==> config.mk <==
export PLATFORM = sky130hd
export DESIGN_NAME = spi_ctl_target
export DESIGN_NICKNAME = d
export VERILOG_FILES = /design/src/rtl/ctl_pkg.sv /design/src/rtl/ctl_seq.sv /design/src/rtl/ctl_addr_gen.sv /design/src/rtl/ctl_resp.sv /design/src/rtl/spi_ctl_target.sv
export SDC_FILE = /design/constraint.sdc
export NUM_CORES = 1
export LEC_CHECK = 0
export CORE_AREA = 2 2 135 71
export CTS_BUF_LIST = sky130_fd_sc_hd__clkbuf_8 sky130_fd_sc_hd__clkbuf_16
export DETAILED_ROUTE_END_ITERATION = 8
export DIE_AREA = 0 0 137 73
export PLACE_DENSITY = 0.79
export SLEW_MARGIN = 25
export SYNTH_ARGS = -nofsm -noshare
export SYNTH_HDL_FRONTEND = slang
export SYNTH_SLANG_ARGS = --single-unit
==> constraint.sdc <==
create_clock -name clk -period 2.2 [get_ports clk]
set_input_delay 0.33 -clock clk [delete_from_list [all_inputs] [get_ports clk]]
set_output_delay 0.33 -clock clk [all_outputs]
set_load 0.01 [all_outputs]
==> src/rtl/ctl_pkg.sv <==
package ctl_pkg;
  localparam int WORD_W = 32;
  typedef logic [WORD_W-1:0] ctl_word_t;
  typedef enum logic [2:0] {
    ST_HDR,
    ST_RD,
    ST_WR,
    ST_TRAIL,
    ST_DONE
  } ctl_state_e;
endpackage

==> src/rtl/ctl_seq.sv <==
module ctl_seq
  import ctl_pkg::*;
(
  input  logic       clk,
  input  logic       rst_n,
  input  logic       sel,
  input  logic       w_vld,
  input  logic       hdr_wr,
  input  logic       last,
  output ctl_state_e state,
  output logic       ev_hdr,
  output logic       ev_rd,
  output logic       ev_wr,
  output logic       ev_trail
);
  logic       take;
  ctl_state_e nxt;

  assign take     = sel & w_vld;
  assign ev_hdr   = take && (state == ST_HDR);
  assign ev_rd    = take && (state == ST_RD);
  assign ev_wr    = take && (state == ST_WR);
  assign ev_trail = take && (state == ST_TRAIL);

  always_comb begin
    nxt = state;
    if (!sel) begin
      nxt = ST_HDR;
    end else if (w_vld) begin
      unique case (state)
        ST_HDR:   nxt = hdr_wr ? ST_WR : ST_RD;
        ST_RD:    nxt = last ? ST_DONE : ST_RD;
        ST_WR:    nxt = last ? ST_TRAIL : ST_WR;
        ST_TRAIL: nxt = ST_DONE;
        default:  nxt = ST_DONE;
      endcase
    end
  end

  always_ff @(posedge clk or negedge rst_n) begin
    if (!rst_n) state <= ST_HDR;
    else        state <= nxt;
  end

  AST_ABORT_TO_HDR: assert property (@(posedge clk) disable iff (!rst_n)
    !sel |=> (state == ST_HDR));
  AST_TRAIL_ENDS: assert property (@(posedge clk) disable iff (!rst_n)
    ev_trail |=> (state == ST_DONE) || !sel);
endmodule

==> src/rtl/ctl_addr_gen.sv <==
module ctl_addr_gen #(
  parameter int ADDR_W = 16,
  parameter int CNT_W  = 8
) (
  input  logic              clk,
  input  logic              rst_n,
  input  logic              load,
  input  logic [ADDR_W-1:0] load_addr,
  input  logic [CNT_W-1:0]  load_cnt,
  input  logic              step,
  output logic [ADDR_W-1:0] cur_addr,
  output logic              last
);
  logic [CNT_W-1:0] left;

  assign last = (left == '0);

  always_ff @(posedge clk or negedge rst_n) begin
    if (!rst_n) begin
      cur_addr <= '0;
      left     <= '0;
    end else if (load) begin
      cur_addr <= load_addr;
      left     <= load_cnt;
    end else if (step) begin
      cur_addr <= cur_addr + 1'b1;
      if (!last) left <= left - 1'b1;
    end
  end

  AST_LEFT_NO_UNDERFLOW: assert property (@(posedge clk) disable iff (!rst_n)
    (step && !load && last) |=> last);
endmodule

==> src/rtl/ctl_resp.sv <==
module ctl_resp
  import ctl_pkg::*;
(
  input  logic      clk,
  input  logic      rst_n,
  input  logic      sel,
  input  logic      w_vld,
  input  logic      ld_rd,
  input  logic      ld_echo,
  input  ctl_word_t rd_data,
  input  logic      rd_hit,
  input  ctl_word_t w_data,
  output ctl_word_t tx_word
);
  function automatic ctl_word_t mask_rd(input ctl_word_t d, input logic hit);
    return hit ? d : '0;
  endfunction

  always_ff @(posedge clk or negedge rst_n) begin
    if (!rst_n)      tx_word <= '0;
    else if (!sel)   tx_word <= '0;
    else if (w_vld) begin
      if (ld_rd)        tx_word <= mask_rd(rd_data, rd_hit);
      else if (ld_echo) tx_word <= w_data;
      else              tx_word <= '0;
    end
  end

  AST_RD_ZERO: assert property (@(posedge clk) disable iff (!rst_n)
    (ld_rd && !rd_hit) |=> (tx_word == '0));
endmodule

==> src/rtl/spi_ctl_target.sv <==
module spi_ctl_target
  import ctl_pkg::*;
#(
  parameter int ADDR_W = 16,
  parameter int CNT_W  = 8
) (
  input  logic              clk,
  input  logic              rst_n,
  input  logic              sel,
  input  logic              w_vld,
  input  logic [31:0]       w_data,
  output logic [31:0]       miso_word,
  output logic [ADDR_W-1:0] reg_addr,
  input  logic [31:0]       reg_rdata,
  input  logic              reg_hit,
  output logic              reg_we,
  output logic [31:0]       reg_wdata
);
  localparam int WR_BIT = WORD_W - 1;

  function automatic logic f_is_write(input ctl_word_t w);
    return w[WR_BIT];
  endfunction

  function automatic logic [ADDR_W-1:0] f_hdr_addr(input ctl_word_t w);
    return w[CNT_W +: ADDR_W];
  endfunction

  function automatic logic [CNT_W-1:0] f_hdr_cnt(input ctl_word_t w);
    return w[CNT_W-1:0];
  endfunction

  // Read answers the start address at header time, so its counter begins one ahead.
  function automatic logic [ADDR_W-1:0] f_first(input logic [ADDR_W-1:0] a, input logic wr);
    return wr ? a : a + 1'b1;
  endfunction

  ctl_state_e        state;
  logic              ev_hdr, ev_rd, ev_wr, ev_trail;
  logic              last;
  logic [ADDR_W-1:0] cur_addr;
  logic              hdr_wr;
  logic              step;
  logic              ld_rd, ld_echo;

  assign hdr_wr  = f_is_write(w_data);
  assign step    = (ev_rd && !last) || ev_wr;
  assign ld_rd   = (ev_hdr && !hdr_wr) || (ev_rd && !last);
  assign ld_echo = (ev_hdr && hdr_wr) || ev_wr;

  ctl_seq u_seq (
    .clk(clk), .rst_n(rst_n), .sel(sel), .w_vld(w_vld),
    .hdr_wr(hdr_wr), .last(last), .state(state),
    .ev_hdr(ev_hdr), .ev_rd(ev_rd), .ev_wr(ev_wr), .ev_trail(ev_trail)
  );

  ctl_addr_gen #(.ADDR_W(ADDR_W), .CNT_W(CNT_W)) u_addr (
    .clk(clk), .rst_n(rst_n), .load(ev_hdr),
    .load_addr(f_first(f_hdr_addr(w_data), hdr_wr)),
    .load_cnt(f_hdr_cnt(w_data)), .step(step),
    .cur_addr(cur_addr), .last(last)
  );

  ctl_resp u_resp (
    .clk(clk), .rst_n(rst_n), .sel(sel), .w_vld(w_vld),
    .ld_rd(ld_rd), .ld_echo(ld_echo), .rd_data(reg_rdata),
    .rd_hit(reg_hit), .w_data(w_data), .tx_word(miso_word)
  );

  assign reg_addr  = (state == ST_HDR) ? f_hdr_addr(w_data) : cur_addr;
  assign reg_we    = ev_wr & reg_hit;
  assign reg_wdata = w_data;

  AST_RD_NO_WE: assert property (@(posedge clk) disable iff (!rst_n)
    (state == ST_RD) |-> !reg_we);
  AST_UNIMPL_NO_WE: assert property (@(posedge clk) disable iff (!rst_n)
    !reg_hit |-> !reg_we);
  AST_TRAIL_NO_WE: assert property (@(posedge clk) disable iff (!rst_n)
    (state == ST_TRAIL) |-> !reg_we);
  AST_ECHO_LAG: assert property (@(posedge clk) disable iff (!rst_n)
    ev_wr |=> (miso_word == $past(w_data)));
  AST_DONE_QUIET: assert property (@(posedge clk) disable iff (!rst_n)
    (state == ST_DONE && w_vld) |=> (miso_word == '0));
  AST_ABORT_QUIET: assert property (@(posedge clk) disable iff (!rst_n)
    !sel |=> (miso_word == '0));
endmodule

; After elaboration in Yosys (flattened, before gate mapping)
; Index checks and enable logic that the tools add are counted.
[totals]
register_bits = 59
in_bits = 69
output_inout_bits = 81
wordCells = 46
[classes]
addsub = 3
n_eq_ne = 4
muxes = 18
n_bitwise = 2
n_reduce_logical = 15
[op_table]
columns = cell, n
row1 = $mux W32, 5
row2 = $mux W16, 4
row3 = $add A16 B1 Y16 const B, 2
row4 = $mux W8, 3
row5 = $mux W3, 3
row6 = $pmux W3 S3, 1
row7 = $logic_not A8 Y1, 1
row8 = $sub A8 B1 Y8 const B, 1
row9 = $logic_and A1 B1 Y1, 6
row10 = $eq A3 B1 Y1 const B, 1
row11 = $eq A3 B2 Y1 const B, 1
row12 = $logic_not A3 Y1, 1
row13 = $logic_or A1 B1 Y1, 3
row14 = $and A1 B1 Y1, 2
row15 = $logic_not A1 Y1, 2
row16 = $mux W2, 1
row17 = $ne A2 B1 Y1 const B, 1
row18 = $ne A2 B2 Y1 const B, 1
row19 = $reduce_and A2 Y1, 1
row20 = $reduce_bool A2 Y1, 1
row21 = $mux W1, 1

; Longest topological paths before layout
; Gate-level depths: netlist of the first run.
[depth]
word_depth = 8
ltp_mapped = 8

; Hierarchy
; Synthesis of the first run repeated with hierarchy kept, for this count alone.
[hier_totals]
cells_unflattened = 453
area_unflattened_um2 = 3910.0
[by_module_without_submodules]
columns = module, instances, cells_per_inst, area_per_inst_um2
row1 = ctl_resp, 1, 180, 1529.0
row2 = ctl_addr_gen, 1, 153, 1380.1
row3 = spi_ctl_target, 1, 100, 814.5
row4 = ctl_seq, 1, 20, 186.4

; Least setup slack after synthesis of the first run
; Ideal clock, no wire load.
[synth_timing]
kind = reg2out
start = register u_seq.state[1]
end = output port reg_addr[10]
t_arrival_ps = 1605
required_time_ps = 1870
slack_ps = 265
path_stages_with_launch = 5
cell_sequence = dfrtp_1 clkbuf_1 nor3_2 buf_2 mux2_2
[synth_via]
elab_chain_len = 2
[synth_lines]
columns = item, line
row1 = from (decl), ctl_seq.sv:10  ; output ctl_state_e state,
row2 = from (signal assigned), ctl_seq.sv:42  ; else state <= nxt;
row3 = $logic_not A3 Y1, spi_ctl_target.sv:70  ; assign reg_addr = (state == ST_HDR) ? f_hdr_addr(w_data) : cur_addr;
row4 = $mux W16, spi_ctl_target.sv:70
row5 = to (decl), spi_ctl_target.sv:13  ; output logic [ADDR_W-1:0] reg_addr,
; Every way passes these cells.

; Worst setup path after layout of the first run
[layout_timing]
start = input port sel
end = output port reg_we
[layout_via]
elab_chain_len = 3
[layout_lines]
columns = item, line
row1 = from (decl), spi_ctl_target.sv:9  ; input logic sel,
row2 = $and A1 B1 Y1, ctl_seq.sv:19  ; assign take = sel & w_vld;
row3 = $logic_and A1 B1 Y1, ctl_seq.sv:22  ; assign ev_wr = take && (state == ST_WR);
row4 = $and A1 B1 Y1, spi_ctl_target.sv:71  ; assign reg_we = ev_wr & reg_hit;
row5 = to (decl), spi_ctl_target.sv:16  ; output logic reg_we,
; Every way passes these cells.

==> results of run 1 <==
[power by group through the flow]
| stage | registers (W) | clock network (W) | logic [W] |
|---|---|---|---|
| 5_1_grt | 0.00154 | 0.00185 | 0.00146 |
| 3_3_place_gp | 0.00151 | 0 | 0.00131 |
| 6_report | 0.00152 | 0.00178 | 0.00134 |
| 4_1_cts | 0.00151 | 0.00181 | 0.00134 |
| 3_5_place_dp | 0.00152 | 0 | 0.00136 |
| 2_1_floorplan | 0.00148 | 0 | 0.000702 |
[per-stage QoR]
stage               power, W  hold slack (ns)  instance area [µm²]  utilization (%)  cells
finish               0.00463            0.493                 5900             65.4    736
global route         0.00485            0.510                 5900             65.4    736
detailed placement   0.00288            0.353                 5510             61.2    718
CTS                  0.00466            0.494                 5900             65.5    736
floorplan            0.00218           0.0344                 3820                -    460
global placement     0.00282            0.348                 5510             61.2    718
[final timing paths]
check	start	endpoint	slack, ns	cells past startpoint
max	sel	reg_we	0.06	5
min	u_resp.tx_word[21]	u_resp.tx_word[21]	0.49	2
max reg2reg	u_addr.left[0]	u_addr.cur_addr[10]	0.19	7
min reg2reg	u_resp.tx_word[21]	u_resp.tx_word[21]	0.49	2
max in group asynchronous	rst_n	u_seq.state[2]	1.07	3
min in group asynchronous	rst_n	u_resp.tx_word[12]	0.53	2
[worst min-delay path, delay by kind of cell, from the launching register on]
family | cells | cell delay, ns
flops | 1 | 0.33
simple gates | 2 | 0.13
[cell families (layout without fill, tap and decap cells)]
family | after synthesis | after routing | synth area share (%)
mux | 21 | 21 | 6.06
fa+ha+maj | 3 | 3 | 0.982
flops | 59 | 59 | 38.6
buf+inv | 59 | 214 | 9.36
compound gates | 56 | 56 | 9.20
xor+xnor | 25 | 25 | 5.73
simple gates | 237 | 237 | 30.0
[registers in the layout, summed over array words and instances (netlist names)]
name and count:
u_addr.cur_addr 16, u_addr.left 8, u_resp.tx_word 32, u_seq.state 3
[metal layers]
metal  wire length [µm]  track usage (%)
met1               5730             35.3
met2               5460             38.3
met3               1310             9.65
met4                142             7.45
met5                  0                0
[layout by cell type, fill, tap and decap left out, types with 4 or more instances in the layout]
cell	Yosys	layout
a21oi_1	17	17
and3_1	9	9
and4_1	4	4
buf_12	0	5
buf_2	10	4
buf_4	33	39
bufinv_16	0	4
clkbuf_16	0	9
clkdlybuf4s50_1	0	132
dfrtp_1	59	58
dlygate4sd2_1	0	13
inv_1	4	5
mux2_2	17	17
mux2i_1	4	4
nand2_1	123	123
nand3_1	43	43
nand4_1	10	10
nor2_1	19	18
o21ai_0	17	17
xnor2_1	12	12
xor2_1	13	13
[what timing repair did]
action | 4_1_cts | 5_1_grt
setup endpoints to repair | 16 | 5
gates resized for setup | 23 | 6
pin swaps | 1 | 0
hold endpoints to repair | 8 | 0
buffers inserted | 1 | 0
hold buffers | 1 | 0
[area by class of cell]
| cell class | count | area [µm²] | share of cell area [%] |
|---|---|---|---|
| clock inverter | 5 | 124 | 2.10 |
| tap | 121 | 151 | 2.57 |
| timing repair buffer | 194 | 1860 | 31.5 |
| inverter | 4 | 15.0 | 0.255 |
| multi-input combinational | 342 | 2020 | 34.2 |
| sequential | 59 | 1480 | 25.1 |
| clock buffer | 11 | 253 | 4.29 |
==> metrics.cfg, run 1 <==
[floorplan]
initial_core_util_pct=42.4
fp.dieH_um=73
die_area_um2=10000
coreArea_um2=9010
rows=25
die_w_um=137
ios=150

[power]
switchingPower_w=0.00136
power_density_nw_per_um2=786
clkPwrFrac_pct=38.4
leakagePower_nw=2.56
seq_power_share_pct=32.7
ir_drop_mv=0.431
p_comb_share_pct=28.9
p_sw_share_pct=29.4
p_int_w=0.00327

[drt]
totalWireLength_um=12600
dr.pass1.iters=5
vias=4000
drtIter0Drc=304
via_per_inst=5.43
detail-route-antenna-nets=0
wire_per_inst_um=17.2
route.detailed.drc=0

[finish]
areaGrowthSynthToFinish_pct=54.2
drive_above_1_share_pct=15.3
nFillCells=742
antennaDiodeCount=0
num-nets-final=682

[timing]
setup_viol_count_final=0
final.period_utilization_pct=97.2
setup-tns-final_ns=0
finClkSkew_ns=0.00766
tightest_slew_ns=0.569
fmax_mhz=468
hold_violations=0
min_period_ns=2.14
fin_ws_ns=0.0615
rsz0062_at_grt=no
relSlewSlack_pct=61.7
drv_slew=0

[placement]
io_buffers=149
gp_congestion=0.930
hpwlAfterDp_um=9470
pre_cts_slack_ns=0.00470

[grt]
antenna_found_initial=0
grt_pass1_wl_um=19600
grt_max_degree=28
grt_overflow=0
grt_pass1_vias=3854
track_usage_pct=25.8

[synth]
synth_ff_type=dfrtp_1
netlist_top_cells_count=nand2_1 (123), dfrtp_1 (59), nand3_1 (43)
syn_inst=460
synth_top_area_share_pct=38.6
ys_seq_area_share_pct=38.6
synth_edf_count=0
syn_area_per_cell_um2=8.31
synth_top_cells_by_area=dfrtp_1 (39%), nand2_1 (12%), buf_4 (6.5%), nand3_1 (5.6%), mux2_2 (5.0%)
synth_most_common_cell=nand2_1
ys_ff_latch=59
async_reset_ff_share_pct=100
synth.distinct_cells=53
synth_area_um2=3820
yosysWarnings=0
yosys.area.top_type=dfrtp_1
syn-num-nets=532

[worst_setup_path]
crit_family=buffers and inverters
required_ns=1.87
slowest_delay_ns=0.53
crit_chain=clkdlybuf4s50_1, nand2_1, nor3_2, and3_1, clkdlybuf4s50_1
path_common_cell=clkdlybuf4s50_1
path_class=in2out
crit_buf_inv=2
cp-end-kind=output port
cp.arrival_ns=1.81
crit_fanout=4
start_kind=primary input
crit_slowest_cell=clkdlybuf4s50_1

[clock_network]
insertion_delay_ns=0.33
cts_max_path_buffers=2
cts_sinks=59
cts_root_buffer=clkbuf_16
cts_buffers=9
cts_tree=done
clkTransAtPathRegs_ns=0.05
cts_max_level=3

[min_path]
hp-class=reg2reg

[run]
drv_cap=0

[outcome]
status=finished clean

Power figures use the tool's default switching activity.
==> run 2, diff against run 1 <==
--- a/config.mk
+++ b/config.mk
@@ -5,12 +5,14 @@
 export SDC_FILE = /design/constraint.sdc
 export NUM_CORES = 1
 export LEC_CHECK = 0
-export CORE_AREA = 2 2 135 71
+export CORE_AREA = 2 2 97 99
 export CTS_BUF_LIST = sky130_fd_sc_hd__clkbuf_8 sky130_fd_sc_hd__clkbuf_16
 export DETAILED_ROUTE_END_ITERATION = 8
-export DIE_AREA = 0 0 137 73
-export PLACE_DENSITY = 0.79
+export DIE_AREA = 0 0 99 101
+export HOLD_SLACK_MARGIN = 0.12
+export PLACE_DENSITY = 0.78
 export SLEW_MARGIN = 25
 export SYNTH_ARGS = -nofsm -noshare
 export SYNTH_HDL_FRONTEND = slang
 export SYNTH_SLANG_ARGS = --single-unit
+export TNS_END_PERCENT = 1
==> metrics.cfg, run 2 (same netlist as run 1, synthesis figures left out) <==
[outcome]
status=finished clean

[timing]
setup_viol_count_final=0
hold_violations=0
fin_ws_ns=0.0530
tightest_slew_ns=0.785
rsz0062_at_grt=yes
setup-tns-final_ns=0
min_period_ns=2.15
final.period_utilization_pct=97.6
relSlewSlack_pct=47.7
finClkSkew_ns=0.00959
drv_slew=0
fmax_mhz=466

[power]
leakagePower_nw=2.46
ir_drop_mv=0.338
power_density_nw_per_um2=692

[finish]
drive_above_1_share_pct=13.7
largest_reg_flops=32
areaGrowthSynthToFinish_pct=48.5
antennaDiodeCount=0
layout_common_cells=clkdlybuf4s50_1 (131), nand2_1 (123), dfrtp_1 (58)
regMostFlops=u_resp.tx_word
final_cell_count_no_fill=717
design_area_um2=5680
num-nets-final=673
reg.largest.list=u_resp.tx_word: 32 flops, u_addr.cur_addr: 16 flops, u_addr.left: 8 flops
final_common_cell=clkdlybuf4s50_1

[worst_setup_path]
required_ns=1.87
crit_family=buffers and inverters
cp-end-kind=output port
crit_slowest_cell=dfrtp_1
crit_buf_inv=2
crit_chain=nor3_4, buf_6, mux2_2, dlygate4sd2_1
cp.arrival_ns=1.82
slowest_delay_ns=0.42
start_kind=register
crit_fanout=9
path_class=reg2out

[placement]
placed_cell_area_um2=5430
placedCellCount=700
gp_congestion=0.939
hpwlAfterDp_um=9000
io_buffers=149
pre_cts_slack_ns=-0.0341

[clock_network]
cts_buffers=9
cts_sinks=59
cts_root_buffer=clkbuf_8
cts_max_level=3
post-cts-setup-buffers=0
insertion_delay_ns=0.33
cts_tree=done
clkTransAtPathRegs_ns=0.07
cts_max_path_buffers=2

[floorplan]
coreArea_um2=8980
fp.dieH_um=101
initial_core_util_pct=42.6
ios=150
die_w_um=99
die_area_um2=10000
rows=35

[run]
drv_cap=0

[grt]
grt_overflow=0
grt_pass1_wl_um=19900
track_usage_pct=24.5
grt_max_degree=34
grt_pass1_vias=4087
antenna_found_initial=0

[drt]
dr.pass1.iters=5
wire_per_inst_um=16.6
drtIter0Drc=156
route.detailed.drc=0
vias=3895
detail-route-antenna-nets=0
via_per_inst=5.43
totalWireLength_um=11900

[min_path]
hp-class=reg2reg

[run 2: cell types whose count changed in the layout (fill, tap and decap cells not counted), sizes merged]
cell           previous run  this run
buf                      48        36
bufinv                    4         2
clkdlybuf4s50           132       131
clkinv                    0         1
clkinvlp                  0         1
dlygate4sd2              13        16
dlymetal6s2s              0         1
[run 2: what timing repair did]
action | in CTS | in global routing
hold endpoints to repair | 32 | 0
gates resized for setup | 18 | 6
pin swaps | 1 | 0
setup endpoints to repair | 17 | 20
cloned | 0 | 0
hold buffers | 1 | 0
[run 2: worst paths after layout]
kind	cells after the start	slack, ns	end	startpoint
min in group asynchronous	2	0.62	u_resp.tx_word[6]	rst_n
max in group asynchronous	3	0.96	u_addr.cur_addr[12]	rst_n
max	4	0.05	reg_addr[1]	u_seq.state[0]
max reg2reg	7	0.13	u_addr.cur_addr[11]	u_addr.left[0]
min reg2reg	2	0.50	u_resp.tx_word[2]	u_resp.tx_word[2]
min	2	0.50	u_resp.tx_word[2]	u_resp.tx_word[2]
[run 2: worst register-to-register path, delay by kind of cell, from the launching register on]
family,cells,cell delay (ns)
flops,1,0.39
xor+xnor,1,0.07
buf+inv,1,0.11
mux,1,0.25
fa+ha+maj,1,0.24
simple gates,3,0.89
[run 2: layout make-up]
| class | count | area [µm²] |
|---|---|---|
| Timing Repair Buffer | 185 | 1800 |
| Clock inverter | 5 | 76.3 |
| Fill cell | 726 | 3300 |
| Tap cell | 111 | 139 |
| Clock buffer | 11 | 151 |
| Sequential cell | 59 | 1480 |
| Inverter | 4 | 15.0 |
| Multi-Input combinational cell | 342 | 2020 |
[run 2: metal layers]
layer  wire length (µm)  up-vias  global-route usage (%)
met1               4770     1863                    30.1
met2               5940      165                    42.0
li1                   -     1834                       -
met5                  0        -                       0
met4                403        0                    10.4
met3                760       33                    4.65
[run 2: report_power, final]
part	internal, W	switching [W]	total, W	leakage (nW)
Clock	0.000694	0.000456	0.00115	0.117
Combinational	0.000676	0.000596	0.00127	1.58
Sequential	0.00128	0.000223	0.00150	0.759
Total	0.00265	0.00127	0.00393	2.46
[run 2: through the flow]
step                utilization [%]  hold slack (ns)  total power, W
global route                   63.2            0.523         0.00415
global placement               60.5            0.453         0.00277
CTS                            63.0            0.498         0.00393
floorplan                         -           0.0344         0.00218
detailed placement             60.5            0.451         0.00282
finish                         63.2            0.500         0.00393
